$ cat src/rtl/subrange_sar_pkg.sv
package subrange_sar_pkg;

    typedef enum logic [1:0] {
        CAP_CM  = 2'b00,
        CAP_REF = 2'b01,
        CAP_GND = 2'b10
    } cap_code_e;

    typedef enum logic [2:0] {
        ST_IDLE,
        ST_SAMPLE,
        ST_COARSE,
        ST_XFER,
        ST_SETTLE,
        ST_FINE
    } seq_state_e;

    // A decided 1 pulls the positive top plate down: bottom plate to ground.
    function automatic logic [1:0] drive_for(input logic bit_hi);
        return bit_hi ? CAP_GND : CAP_REF;
    endfunction

    function automatic logic [1:0] mirror_code(input logic [1:0] c);
        case (c)
            CAP_GND: return CAP_REF;
            CAP_REF: return CAP_GND;
            default: return CAP_CM;
        endcase
    endfunction

endpackage

$ cat src/rtl/sar_sequencer.sv
module sar_sequencer
    import subrange_sar_pkg::*;
#(
    parameter int CBITS = 7,
    parameter int FBITS = 5,
    localparam int MAXB = (CBITS > FBITS) ? CBITS : FBITS,
    localparam int IDXW = (MAXB > 1) ? $clog2(MAXB) : 1
) (
    input  logic            clk_i,
    input  logic            rst_ni,
    input  logic            sample_i,
    output logic            start_o,
    output logic            coarse_step_o,
    output logic            fine_step_o,
    output logic            xfer_o,
    output logic            park_o,
    output logic [IDXW-1:0] idx_o,
    output logic            coarse_done_o,
    output logic            eoc_o
);

    typedef struct packed {
        seq_state_e      state;
        logic [IDXW-1:0] idx;
        logic            cdone;
        logic            eoc;
    } seq_t;

    seq_t seq_d, seq_q;

    always_comb begin
        seq_d         = seq_q;
        seq_d.cdone   = 1'b0;
        seq_d.eoc     = 1'b0;
        start_o       = 1'b0;
        coarse_step_o = 1'b0;
        fine_step_o   = 1'b0;
        xfer_o        = 1'b0;
        park_o        = 1'b0;
        case (seq_q.state)
            ST_IDLE: begin
                if (sample_i) begin
                    start_o     = 1'b1;
                    seq_d.state = ST_SAMPLE;
                end
            end
            ST_SAMPLE: begin
                seq_d.state = ST_COARSE;
                seq_d.idx   = IDXW'(CBITS - 1);
            end
            ST_COARSE: begin
                coarse_step_o = 1'b1;
                if (seq_q.idx == '0) begin
                    seq_d.state = ST_XFER;
                    seq_d.cdone = 1'b1;
                end else begin
                    seq_d.idx = seq_q.idx - IDXW'(1);
                end
            end
            ST_XFER: begin
                xfer_o      = 1'b1;
                seq_d.state = ST_SETTLE;
            end
            ST_SETTLE: begin
                seq_d.state = ST_FINE;
                seq_d.idx   = IDXW'(FBITS - 1);
            end
            ST_FINE: begin
                fine_step_o = 1'b1;
                if (seq_q.idx == '0) begin
                    park_o      = 1'b1;
                    seq_d.state = ST_IDLE;
                    seq_d.eoc   = 1'b1;
                end else begin
                    seq_d.idx = seq_q.idx - IDXW'(1);
                end
            end
            default: seq_d.state = ST_IDLE;
        endcase
    end

    always_ff @(posedge clk_i) begin
        if (!rst_ni) begin
            seq_q.state <= ST_IDLE;
            seq_q.idx   <= '0;
            seq_q.cdone <= 1'b0;
            seq_q.eoc   <= 1'b0;
        end else begin
            seq_q <= seq_d;
        end
    end

    assign idx_o         = seq_q.idx;
    assign coarse_done_o = seq_q.cdone;
    assign eoc_o         = seq_q.eoc;

    assert_cdone_pulse_R3: assert property (@(posedge clk_i) disable iff (!rst_ni)
        coarse_done_o |=> !coarse_done_o)
        else $error("coarse done wider than one cycle");

    assert_eoc_pulse_R7: assert property (@(posedge clk_i) disable iff (!rst_ni)
        eoc_o |=> !eoc_o)
        else $error("end of conversion wider than one cycle");

    // once busy, the sequencer never re-enters the sampling phase directly
    assert_busy_ignore_R10: assert property (@(posedge clk_i) disable iff (!rst_ni)
        (seq_q.state != ST_IDLE) |=> (seq_q.state != ST_SAMPLE))
        else $error("strobe restarted a running conversion");

endmodule

$ cat src/rtl/sar_cap_bank.sv
module sar_cap_bank
    import subrange_sar_pkg::*;
#(
    parameter int BITS = 7,
    parameter int IDXW = 3
) (
    input  logic            clk_i,
    input  logic            rst_ni,
    input  logic            start_i,
    input  logic            park_i,
    input  logic            step_i,
    input  logic [IDXW-1:0] idx_i,
    input  logic            dec_i,
    // bit vector including the decision taken in this cycle
    output logic [BITS-1:0] bits_o,
    output logic [2*BITS-1:0] ctl_o
);

    typedef struct packed {
        logic [BITS-1:0]   bits;
        logic [2*BITS-1:0] ctl;
    } bank_t;

    bank_t bank_d, bank_q;

    always_comb begin
        bank_d = bank_q;
        if (start_i) begin
            bank_d.bits = '0;
            bank_d.ctl  = '0;
        end else if (step_i) begin
            for (int b = 0; b < BITS; b++) begin
                if (idx_i == IDXW'(b)) begin
                    bank_d.bits[b]         = dec_i;
                    bank_d.ctl[2*b +: 2]   = drive_for(dec_i);
                end
            end
        end
        if (park_i) begin
            bank_d.ctl = '0;
        end
    end

    always_ff @(posedge clk_i) begin
        if (!rst_ni) begin
            bank_q <= '0;
        end else begin
            bank_q <= bank_d;
        end
    end

    assign bits_o = bank_d.bits;
    assign ctl_o  = bank_q.ctl;

endmodule

$ cat src/rtl/skip_decoder.sv
module skip_decoder
    import subrange_sar_pkg::*;
#(
    parameter int BITS = 7
) (
    input  logic              clk_i,
    input  logic              rst_ni,
    input  logic              load_i,
    input  logic              park_i,
    input  logic [BITS-1:0]   code_i,
    output logic [2*BITS-1:0] ctl_o,
    output logic [BITS-1:0]   mask_o
);

    typedef struct packed {
        logic [2*BITS-1:0] ctl;
        logic [BITS-1:0]   mask;
    } dec_t;

    dec_t dec_d, dec_q;

    logic [BITS-1:0]   sw;
    logic [2*BITS-1:0] dec_ctl;

    for (genvar i = 0; i < BITS; i++) begin : g_cap
        if (i == 0) begin : g_last
            assign sw[i] = 1'b1;
        end else begin : g_upper
            assign sw[i] = (code_i[i-1] == code_i[BITS-1]);
        end
        assign dec_ctl[2*i +: 2] = sw[i] ? drive_for(code_i[BITS-1]) : 2'(CAP_CM);
    end

    always_comb begin
        dec_d = dec_q;
        if (load_i) begin
            dec_d.ctl  = dec_ctl;
            dec_d.mask = ~sw;
        end
        if (park_i) begin
            dec_d.ctl = '0;
        end
    end

    always_ff @(posedge clk_i) begin
        if (!rst_ni) begin
            dec_q <= '0;
        end else begin
            dec_q <= dec_d;
        end
    end

    assign ctl_o  = dec_q.ctl;
    assign mask_o = dec_q.mask;

    for (genvar i = 0; i < BITS; i++) begin : g_chk
        assert_skip_parked_R4: assert property (@(posedge clk_i) disable iff (!rst_ni)
            ($past(load_i) && mask_o[i]) |-> (ctl_o[2*i +: 2] == CAP_CM))
            else $error("skipped capacitor was switched");
    end

    assert_lowest_switched_R5: assert property (@(posedge clk_i) disable iff (!rst_ni)
        $past(load_i) |-> (ctl_o[1:0] != CAP_CM && !mask_o[0]))
        else $error("lowest upper capacitor not switched");

endmodule

$ cat src/rtl/cap_mirror.sv
module cap_mirror
    import subrange_sar_pkg::*;
#(
    parameter int N = 7
) (
    input  logic [2*N-1:0] pos_i,
    output logic [2*N-1:0] neg_o
);

    for (genvar i = 0; i < N; i++) begin : g_flip
        assign neg_o[2*i +: 2] = mirror_code(pos_i[2*i +: 2]);
    end

endmodule

$ cat src/rtl/subrange_sar_ctrl.sv
module subrange_sar_ctrl
    import subrange_sar_pkg::*;
#(
    parameter int COARSE_BITS = 7,
    parameter int FINE_BITS   = 5,
    localparam int RES_W = COARSE_BITS + FINE_BITS,
    localparam int MAXB  = (COARSE_BITS > FINE_BITS) ? COARSE_BITS : FINE_BITS,
    localparam int IDXW  = (MAXB > 1) ? $clog2(MAXB) : 1
) (
    input  logic                     clk_i,
    input  logic                     rst_ni,
    input  logic                     sample_i,
    input  logic                     cmp_coarse_i,
    input  logic                     cmp_fine_i,
    output logic [2*COARSE_BITS-1:0] coarse_p_o,
    output logic [2*COARSE_BITS-1:0] coarse_n_o,
    output logic [2*COARSE_BITS-1:0] fmsb_p_o,
    output logic [2*COARSE_BITS-1:0] fmsb_n_o,
    output logic [2*FINE_BITS-1:0]   flsb_p_o,
    output logic [2*FINE_BITS-1:0]   flsb_n_o,
    output logic [1:0]               spare_p_o,
    output logic [1:0]               spare_n_o,
    output logic                     coarse_done_o,
    output logic [COARSE_BITS-1:0]   skip_mask_o,
    output logic                     eoc_o,
    output logic [RES_W-1:0]         result_o
);

    logic            start, c_step, f_step, xfer, park;
    logic [IDXW-1:0] idx;
    logic [COARSE_BITS-1:0] c_bits;
    logic [FINE_BITS-1:0]   f_bits;
    logic [RES_W-1:0]       result_d, result_q;

    sar_sequencer #(.CBITS(COARSE_BITS), .FBITS(FINE_BITS)) u_seq (
        .clk_i         (clk_i),
        .rst_ni        (rst_ni),
        .sample_i      (sample_i),
        .start_o       (start),
        .coarse_step_o (c_step),
        .fine_step_o   (f_step),
        .xfer_o        (xfer),
        .park_o        (park),
        .idx_o         (idx),
        .coarse_done_o (coarse_done_o),
        .eoc_o         (eoc_o)
    );

    sar_cap_bank #(.BITS(COARSE_BITS), .IDXW(IDXW)) u_coarse (
        .clk_i   (clk_i),
        .rst_ni  (rst_ni),
        .start_i (start),
        .park_i  (park),
        .step_i  (c_step),
        .idx_i   (idx),
        .dec_i   (cmp_coarse_i),
        .bits_o  (c_bits),
        .ctl_o   (coarse_p_o)
    );

    sar_cap_bank #(.BITS(FINE_BITS), .IDXW(IDXW)) u_fine_lsb (
        .clk_i   (clk_i),
        .rst_ni  (rst_ni),
        .start_i (start),
        .park_i  (park),
        .step_i  (f_step),
        .idx_i   (idx),
        .dec_i   (cmp_fine_i),
        .bits_o  (f_bits),
        .ctl_o   (flsb_p_o)
    );

    skip_decoder #(.BITS(COARSE_BITS)) u_skip (
        .clk_i  (clk_i),
        .rst_ni (rst_ni),
        .load_i (xfer),
        .park_i (park),
        .code_i (c_bits),
        .ctl_o  (fmsb_p_o),
        .mask_o (skip_mask_o)
    );

    cap_mirror #(.N(COARSE_BITS)) u_mir_c (.pos_i(coarse_p_o), .neg_o(coarse_n_o));
    cap_mirror #(.N(COARSE_BITS)) u_mir_m (.pos_i(fmsb_p_o),   .neg_o(fmsb_n_o));
    cap_mirror #(.N(FINE_BITS))   u_mir_l (.pos_i(flsb_p_o),   .neg_o(flsb_n_o));

    // redundant calibration capacitor is parked throughout conversion
    assign spare_p_o = CAP_CM;
    assign spare_n_o = CAP_CM;

    always_comb begin
        result_d = result_q;
        if (park) begin
            result_d = {c_bits, f_bits};
        end
    end

    always_ff @(posedge clk_i) begin
        if (!rst_ni) begin
            result_q <= '0;
        end else begin
            result_q <= result_d;
        end
    end

    assign result_o = result_q;

    // settling cycle, then first fine cycle still with low capacitors parked
    assert_settle_R6: assert property (@(posedge clk_i) disable iff (!rst_ni)
        coarse_done_o |=> ##1 (flsb_p_o == '0 && fmsb_p_o[1:0] != CAP_CM))
        else $error("fine low search started without settling");

    assert_eoc_parked_R11: assert property (@(posedge clk_i) disable iff (!rst_ni)
        eoc_o |-> (coarse_p_o == '0 && fmsb_p_o == '0 && flsb_p_o == '0))
        else $error("capacitors not parked at end of conversion");

endmodule

$ cat config.mk
export PLATFORM = sky130hd
export DESIGN_NAME = subrange_sar_ctrl
export DESIGN_NICKNAME = d
export VERILOG_FILES = /design/src/rtl/subrange_sar_pkg.sv /design/src/rtl/sar_sequencer.sv /design/src/rtl/sar_cap_bank.sv /design/src/rtl/skip_decoder.sv /design/src/rtl/cap_mirror.sv /design/src/rtl/subrange_sar_ctrl.sv
export SDC_FILE = /design/constraint.sdc
export NUM_CORES = 1
export LEC_CHECK = 0
export BUFFER_PORTS_ARGS = -buffer_cell sky130_fd_sc_hd__buf_2
export CORE_MARGIN = 2
export CORE_UTILIZATION = 35
export DETAILED_ROUTE_END_ITERATION = 6
export SETUP_SLACK_MARGIN = 0.3
export SYNTH_ARGS = -nofsm -noshare
export SYNTH_HDL_FRONTEND = slang
export SYNTH_HIERARCHICAL = 1
export SYNTH_SLANG_ARGS = --single-unit
$ cat constraint.sdc
create_clock -name clk_i -period 7.8 [get_ports clk_i]
set_input_delay 0.78 -clock clk_i [delete_from_list [all_inputs] [get_ports clk_i]]
set_output_delay 0.78 -clock clk_i [all_outputs]
set_load 0.005 [all_outputs]
### Yosys cells after proc, flatten, opt, wreduce, memory -nomap -nowiden

Index checks and enable logic that the tools add are counted.

| storage, ports and cells | value |
|---|---|
| bits in registers | 77 |
| latch bits | 0 |
| bits in writable memories | 0 |
| memory bits (read-only) | 0 |
| input port bits | 5 |
| word-level logic and storage cells | 173 |
| memories kept | 0 |

| cells by class | value |
|---|---|
| $add $sub $neg | 1 |
| $mul | 0 |
| div/mod/pow operators | 0 |
| order comparisons | 0 |
| equal/unequal tests | 59 |
| shift-type cells | 0 |
| mux-type cells | 69 |
| bitwise gates (word level) | 2 |
| reduce and logical (&&, ||, !) cells | 21 |

Operators by type and width:

| cell | number |
|---|---|
| 2-bit one-hot mux with 2 select lines | 19 |
| 2-bit 2-to-1 mux | 21 |
| 21-bit 2-to-1 mux | 2 |
| 2-bit by 1-bit equality test with 1-bit output, second input constant | 19 |
| 2-bit equality test, second input constant | 19 |
| 15-bit 2-to-1 mux | 2 |
| 2-bit AND reduction | 14 |
| 1-bit 2-to-1 mux | 19 |
| 3-bit one-hot mux with 6 select lines | 1 |
| 3-bit equality test, second input constant | 5 |
| 3-bit by 2-bit equality test with 1-bit output, second input constant | 4 |
| 3-bit 2-to-1 mux | 4 |
| 3-bit one-hot mux with 3 select lines | 1 |
| 7-bit inverter | 1 |
| 1-bit equality test | 6 |
| 3-bit by 1-bit equality test with 1-bit output, second input constant | 2 |
| 3-bit zero test | 2 |
| 2-bit by 1-bit inequality test with 1-bit output, second input constant | 2 |
| 2-bit inequality test, second input constant | 2 |
| 2-bit OR reduction | 2 |
| 3-bit AND reduction | 1 |
| 3-bit nonzero test | 1 |
| 3-bit OR reduction | 1 |
| 3-bit by 1-bit subtractor with 3-bit output, second input constant | 1 |
| 1-bit inverter | 1 |

### Logic depth before layout (Yosys ltp)

| depth | value |
|---|---|
| depth in word-level cells | 6 |
| gate-level depth with buffers | 11 |

### Hierarchy

The synthesis kept the hierarchy.

By module, submodules not included:

| module | times used | cells each | area an instance (um^2) | seq. area each (um^2) |
|---|---|---|---|---|
| sar_cap_bank at u_coarse | 1 | 114 | 1214.9 | 420.4 |
| skip_decoder | 1 | 86 | 952.2 | 400.4 |
| sar_cap_bank at u_fine_lsb | 1 | 82 | 889.6 | 300.3 |
| sar_sequencer | 1 | 58 | 500.5 | 160.2 |
| subrange_sar_ctrl | 1 | 43 | 484.2 | 240.2 |
| cap_mirror at u_mir_c ... | 2 | 14 | 122.6 | 0.0 |
| cap_mirror at u_mir_l | 1 | 10 | 87.6 | 0.0 |

### Worst setup path after synthesis

Ideal clock, no wire load.

| timing path | value |
|---|---|
| path type | in2reg |
| from | input sample_i |
| to | register u_skip.dec_q (netlist bit u_skip/mask_o[1]) |
| setup time | 116 ps |
| arrival | 2884 ps |
| slack | 4800 ps |
| cell stages on the path | 8 |
| path buffers | 1 |
| cells stage by stage | nor4b_1 clkbuf_1 nand2b_1 mux2i_1 inv_1 ha_1 mux2i_1 nor2b_1 |

| on the way | value |
|---|---|
| longest elaborated chain between the ends | 5 |

Ends and longest elaborated chain:

| what | line | text |
|---|---|---|
| from (decl) | subrange_sar_ctrl.sv:12 | `input logic sample_i,` |
| 1-bit 2-to-1 mux | sar_sequencer.sv:42 | `if (sample_i) begin` |
| 1-bit 2-to-1 mux | sar_sequencer.sv:40 | `case (seq_q.state)` |
| 21-bit 2-to-1 mux | sar_cap_bank.sv:28 | `if (start_i) begin` |
| named net c_bits[6] | subrange_sar_ctrl.sv:31 | `logic [COARSE_BITS-1:0] c_bits;` |
| 1-bit equality test | skip_decoder.sv:29 | `assign sw[i] = (code_i[i-1] == code_i[BITS-1]);` |
| 7-bit inverter | skip_decoder.sv:38 | `dec_d.mask = ~sw;` |
| to (signal assigned) | skip_decoder.sv:47 | `dec_q <= '0;` |
| to (signal assigned) | skip_decoder.sv:49 | `dec_q <= dec_d;` |
| to (decl) | skip_decoder.sv:20 | `dec_t dec_d, dec_q;` |

The timed path passes the listed nets, and every way through them passes these cells.
A chain may end at the register's enable or synchronous reset.

### Final worst setup path

| timing path | value |
|---|---|
| from | register u_seq/seq_q[6] (netlist bit) |
| to | register u_skip.dec_q (netlist bit u_skip/mask_o[4]) |

| on the way | value |
|---|---|
| longest elaborated chain between the ends | 6 |

Ends and longest elaborated chain:

| what | line | text |
|---|---|---|
| from (decl) | sar_sequencer.sv:29 | `seq_t seq_d, seq_q;` |
| from (signal assigned) | sar_sequencer.sv:89 | `seq_q <= seq_d;` |
| 3-bit by 2-bit equality test with 1-bit output | sar_sequencer.sv:40 |  |
| 1-bit 2-to-1 mux | sar_sequencer.sv:40 |  |
| named net c_step | subrange_sar_ctrl.sv:29 | `logic start, c_step, f_step, xfer, park;` |
| 21-bit 2-to-1 mux | sar_cap_bank.sv:31 | `end else if (step_i) begin` |
| 21-bit 2-to-1 mux | sar_cap_bank.sv:28 |  |
| named net c_bits[6] | subrange_sar_ctrl.sv:31 |  |
| 1-bit equality test | skip_decoder.sv:29 |  |
| 7-bit inverter | skip_decoder.sv:38 |  |

The timed path passes the listed nets, and every way through them passes these cells.

==> results.json <==
{
  "synth_cells": 421,
  "wl_per_cell_um": 13.9,
  "synth_ff_type": "dfxtp_1",
  "num_vias": 3089,
  "die_h_um": 116,
  "grt_start_max_net_pins": 65,
  "synth.area.mux_share_pct": 18.1,
  "reg2reg_setup_slack_ns": 4.54,
  "cts_inserted_buffers": 9,
  "synth_commonest_cells": "mux2i_1 (79), dfxtp_1 (76), and2b_2 (39)",
  "yosys_warnings": 6,
  "status": "complete, no violations",
  "vias_per_cell": 4.75,
  "gp_congestion": 0.717,
  "drive_gt1_share_pct": 35.1,
  "setup_viol": 0,
  "antenna_found_initial": 0,
  "min_path_type": "reg2reg",
  "worstRegToRegCells": 8,
  "synth_cell_type_count": 38,
  "root_buffer": "clkbuf_16",
  "path_clk_slew_ns": 0.06,
  "clk_path_buf_depth": 2,
  "cp.arrival_ns": 3.49,
  "synth_top_family_by_area": "simple AND/OR/NAND/NOR gates",
  "ys_ff_latch": 76,
  "reg2reg_to": "u_skip/mask_o[4]",
  "io-pin-count": 106,
  "min_from": "u_coarse/bank_q[19]",
  "ant_nets": 0,
  "synth.area.top_cells": "dfxtp_1 (35%), mux2i_1 (18%), and2b_2 (7.8%)",
  "holdPathEnd": "u_coarse/bank_q[19]",
  "slew_headroom_pct": 35.0,
  "synthArstFlopShare_pct": 0,
  "cp-end-kind": "flip-flop",
  "start_util_pct": 36.1,
  "path_class": "reg2reg",
  "coreArea_mm2": 0.0121,
  "reg2reg_from": "u_seq/seq_q[6]",
  "post-cts-setup-buffers": 0,
  "clk_latency_ns": 0.33,
  "synth_enable_flop_cells": 0,
  "synth-simple-area-share_pct": 29.5,
  "htree_levels": 3,
  "ir_worst_vdd_mv": 0.105,
  "dr.pass1.iters": 4,
  "skew_ns": 0.00356,
  "synth_seq_area_share_pct": 34.8,
  "synthesis.area_mm2": 0.00437,
  "n_antenna_cell": 0,
  "area_growth_syn_to_layout_pct": 14.6,
  "drc_errors": 0,
  "synth-adder-area-share_pct": 4.00,
  "finalCriticalPeriod_ns": 3.26,
  "wl_mm": 9.03,
  "fin_nets": 496,
  "finalPower_mw": 1.02,
  "syn_area_per_cell_um2": 10.4,
  "grt_pass1_vias": 2756,
  "die_area_mm2": 0.0134,
  "gr-total-overflow": 0,
  "synth_largest_area_cell": "dfxtp_1",
  "cts_tree": "yes",
  "cts.sinks": 76,
  "yosysTopAreaCellShare_pct": 34.8,
  "hold_path_depth": 2,
  "leakagePower_nw": 2.46,
  "cts_resized": 0,
  "grt_use_total_pct": 13.4,
  "crit_path_start_kind": "flip-flop",
  "required_ns": 8.03,
  "min_period_over_period_pct": 41.8,
  "grt_pass1_wl_mm": 14.0,
  "utilization_pct": 41.4,
  "portBuffers": 100,
  "worst_pin_slew_ns": 0.972,
  "cts_hold_buf": 0,
  "die_x_um": 116,
  "synth-compound-area-share_pct": 2.52,
  "crit_fanout": 10,
  "finalHoldViolations": 0,
  "drt_first_iter_violations": 94,
  "slew_viol_final": 0,
  "row_count": 40,
  "rsz0062_at_grt": "no",
  "tns_ns": 0,
  "max_freq_ghz": 0.307,
  "yosysMostFrequentCell": "mux2i_1",
  "power.density_mw_per_mm2": 204,
  "synth_xor_area_share_pct": 0.200,
  "dpl.hpwl_mm": 6.33,
  "cap_violations": 0
}
[metal layers]
layer  part of all wire [%]  vias up  track usage (%)
li1                       -     1535                -
met1                     46     1490             16.8
met2                     50       58             22.6
met3                    3.6        6             4.13
met4                   0.83        0             3.10
met5                      0        -                0
[through the flow]
step / setup WS [ns] / instances / hold WS [ns] / area, um^2
2_1_floorplan: 4.80 / 424 / 0.463 / 4390
3_3_place_gp: 4.58 / 634 / 0.474 / 4700
3_5_place_dp: 4.42 / 634 / 0.483 / 4700
4_1_cts: 4.47 / 650 / 0.494 / 5010
5_1_grt: 4.23 / 650 / 0.509 / 5010
6_report: 4.54 / 650 / 0.491 / 5010
[where the power goes]
part           internal (mW)  leakage [nW]  switching (mW)  total (mW)
Clock                  0.259         0.146           0.171       0.430
Combinational         0.0802          1.70          0.0844       0.165
Sequential             0.401         0.613          0.0260       0.427
Total                  0.740          2.46           0.281        1.02
[cell usage in the layout (no fill, tap or decap), drive strengths merged]
master and count:
a211oi 1, a21oi 3, a2bb2oi 3, a311oi 1, and2b 39, and3b 1
and4b 1, buf 102, bufinv 1, clkbuf 10, clkinv 1, clkinvlp 2
conb 5, dfxtp 76, ha 14, inv 14, mux2i 79, nand2 3
nand2b 17, nand3b 15, nand4b 5, nand4bb 24, nor2 25, nor2b 18
nor3 2, nor4b 2, o21ai 2, o21bai 1, o22ai 1, or3b 1
or4b 4, or4bb 8, xnor2 1
[kinds of logic after synthesis]
| family | count (synthesis) |
|---|---|
| AOI/OAI and AO/OA | 12 |
| buffers and inverters | 72 |
| muxes | 79 |
| adders and majority gates | 14 |
| xor gates and xnor gates | 1 |
| and+or+nand+nor | 165 |
| DFF | 76 |
| other | 2 |
[registers in the layout, summed over array words and instances (netlist names)]
signal and flops:
u_seq/seq_q 3, u_coarse/ctl_o 14, u_seq/coarse_done_o 1, u_seq/eoc_o 1
u_coarse/bank_q 7, u_seq/idx_o 3, u_fine_lsb/ctl_o 10, u_skip/ctl_o 14
result_o 12, u_skip/mask_o 6, u_fine_lsb/bank_q 5
[worst max-delay path, cell delays in order (launching register included)]
cell	delay [ns]
dfxtp_1	0.48
or3b_4	0.46
inv_1	0.23
nand4b_1	0.32
mux2i_1	0.78
inv_1	0.32
ha_1	0.37
mux2i_1	0.13
nor2b_1	0.06
[cell type report]
cell class	count	area, um^2
Multi-Input combinational cell	276	2410
Tap cell	168	210
Inverter	12	45.0
Clock buffer	10	239
Sequential cell	76	1520
Fill cell	1193	7100
Clock inverter	6	71.3
Timing Repair Buffer	102	515
[worst max-delay path by stage]
| stage | depth (start not counted) | end | from | slack [ns] |
|---|---|---|---|---|
| CTS | 8 | u_skip/mask_o[6] | u_seq/seq_q[6] | 4.47 |
| finish | 8 | u_skip/mask_o[4] | u_seq/seq_q[6] | 4.54 |
| global placement | 9 | u_skip/mask_o[4] | sample_i | 4.58 |
| floorplan | 8 | u_skip/mask_o[1] | sample_i | 4.80 |
| detailed placement | 9 | u_skip/mask_o[6] | sample_i | 4.42 |
| global route | 8 | u_skip/mask_o[6] | u_seq/seq_q[6] | 4.23 |
Note: power is estimated with default switching activity, not from simulation.
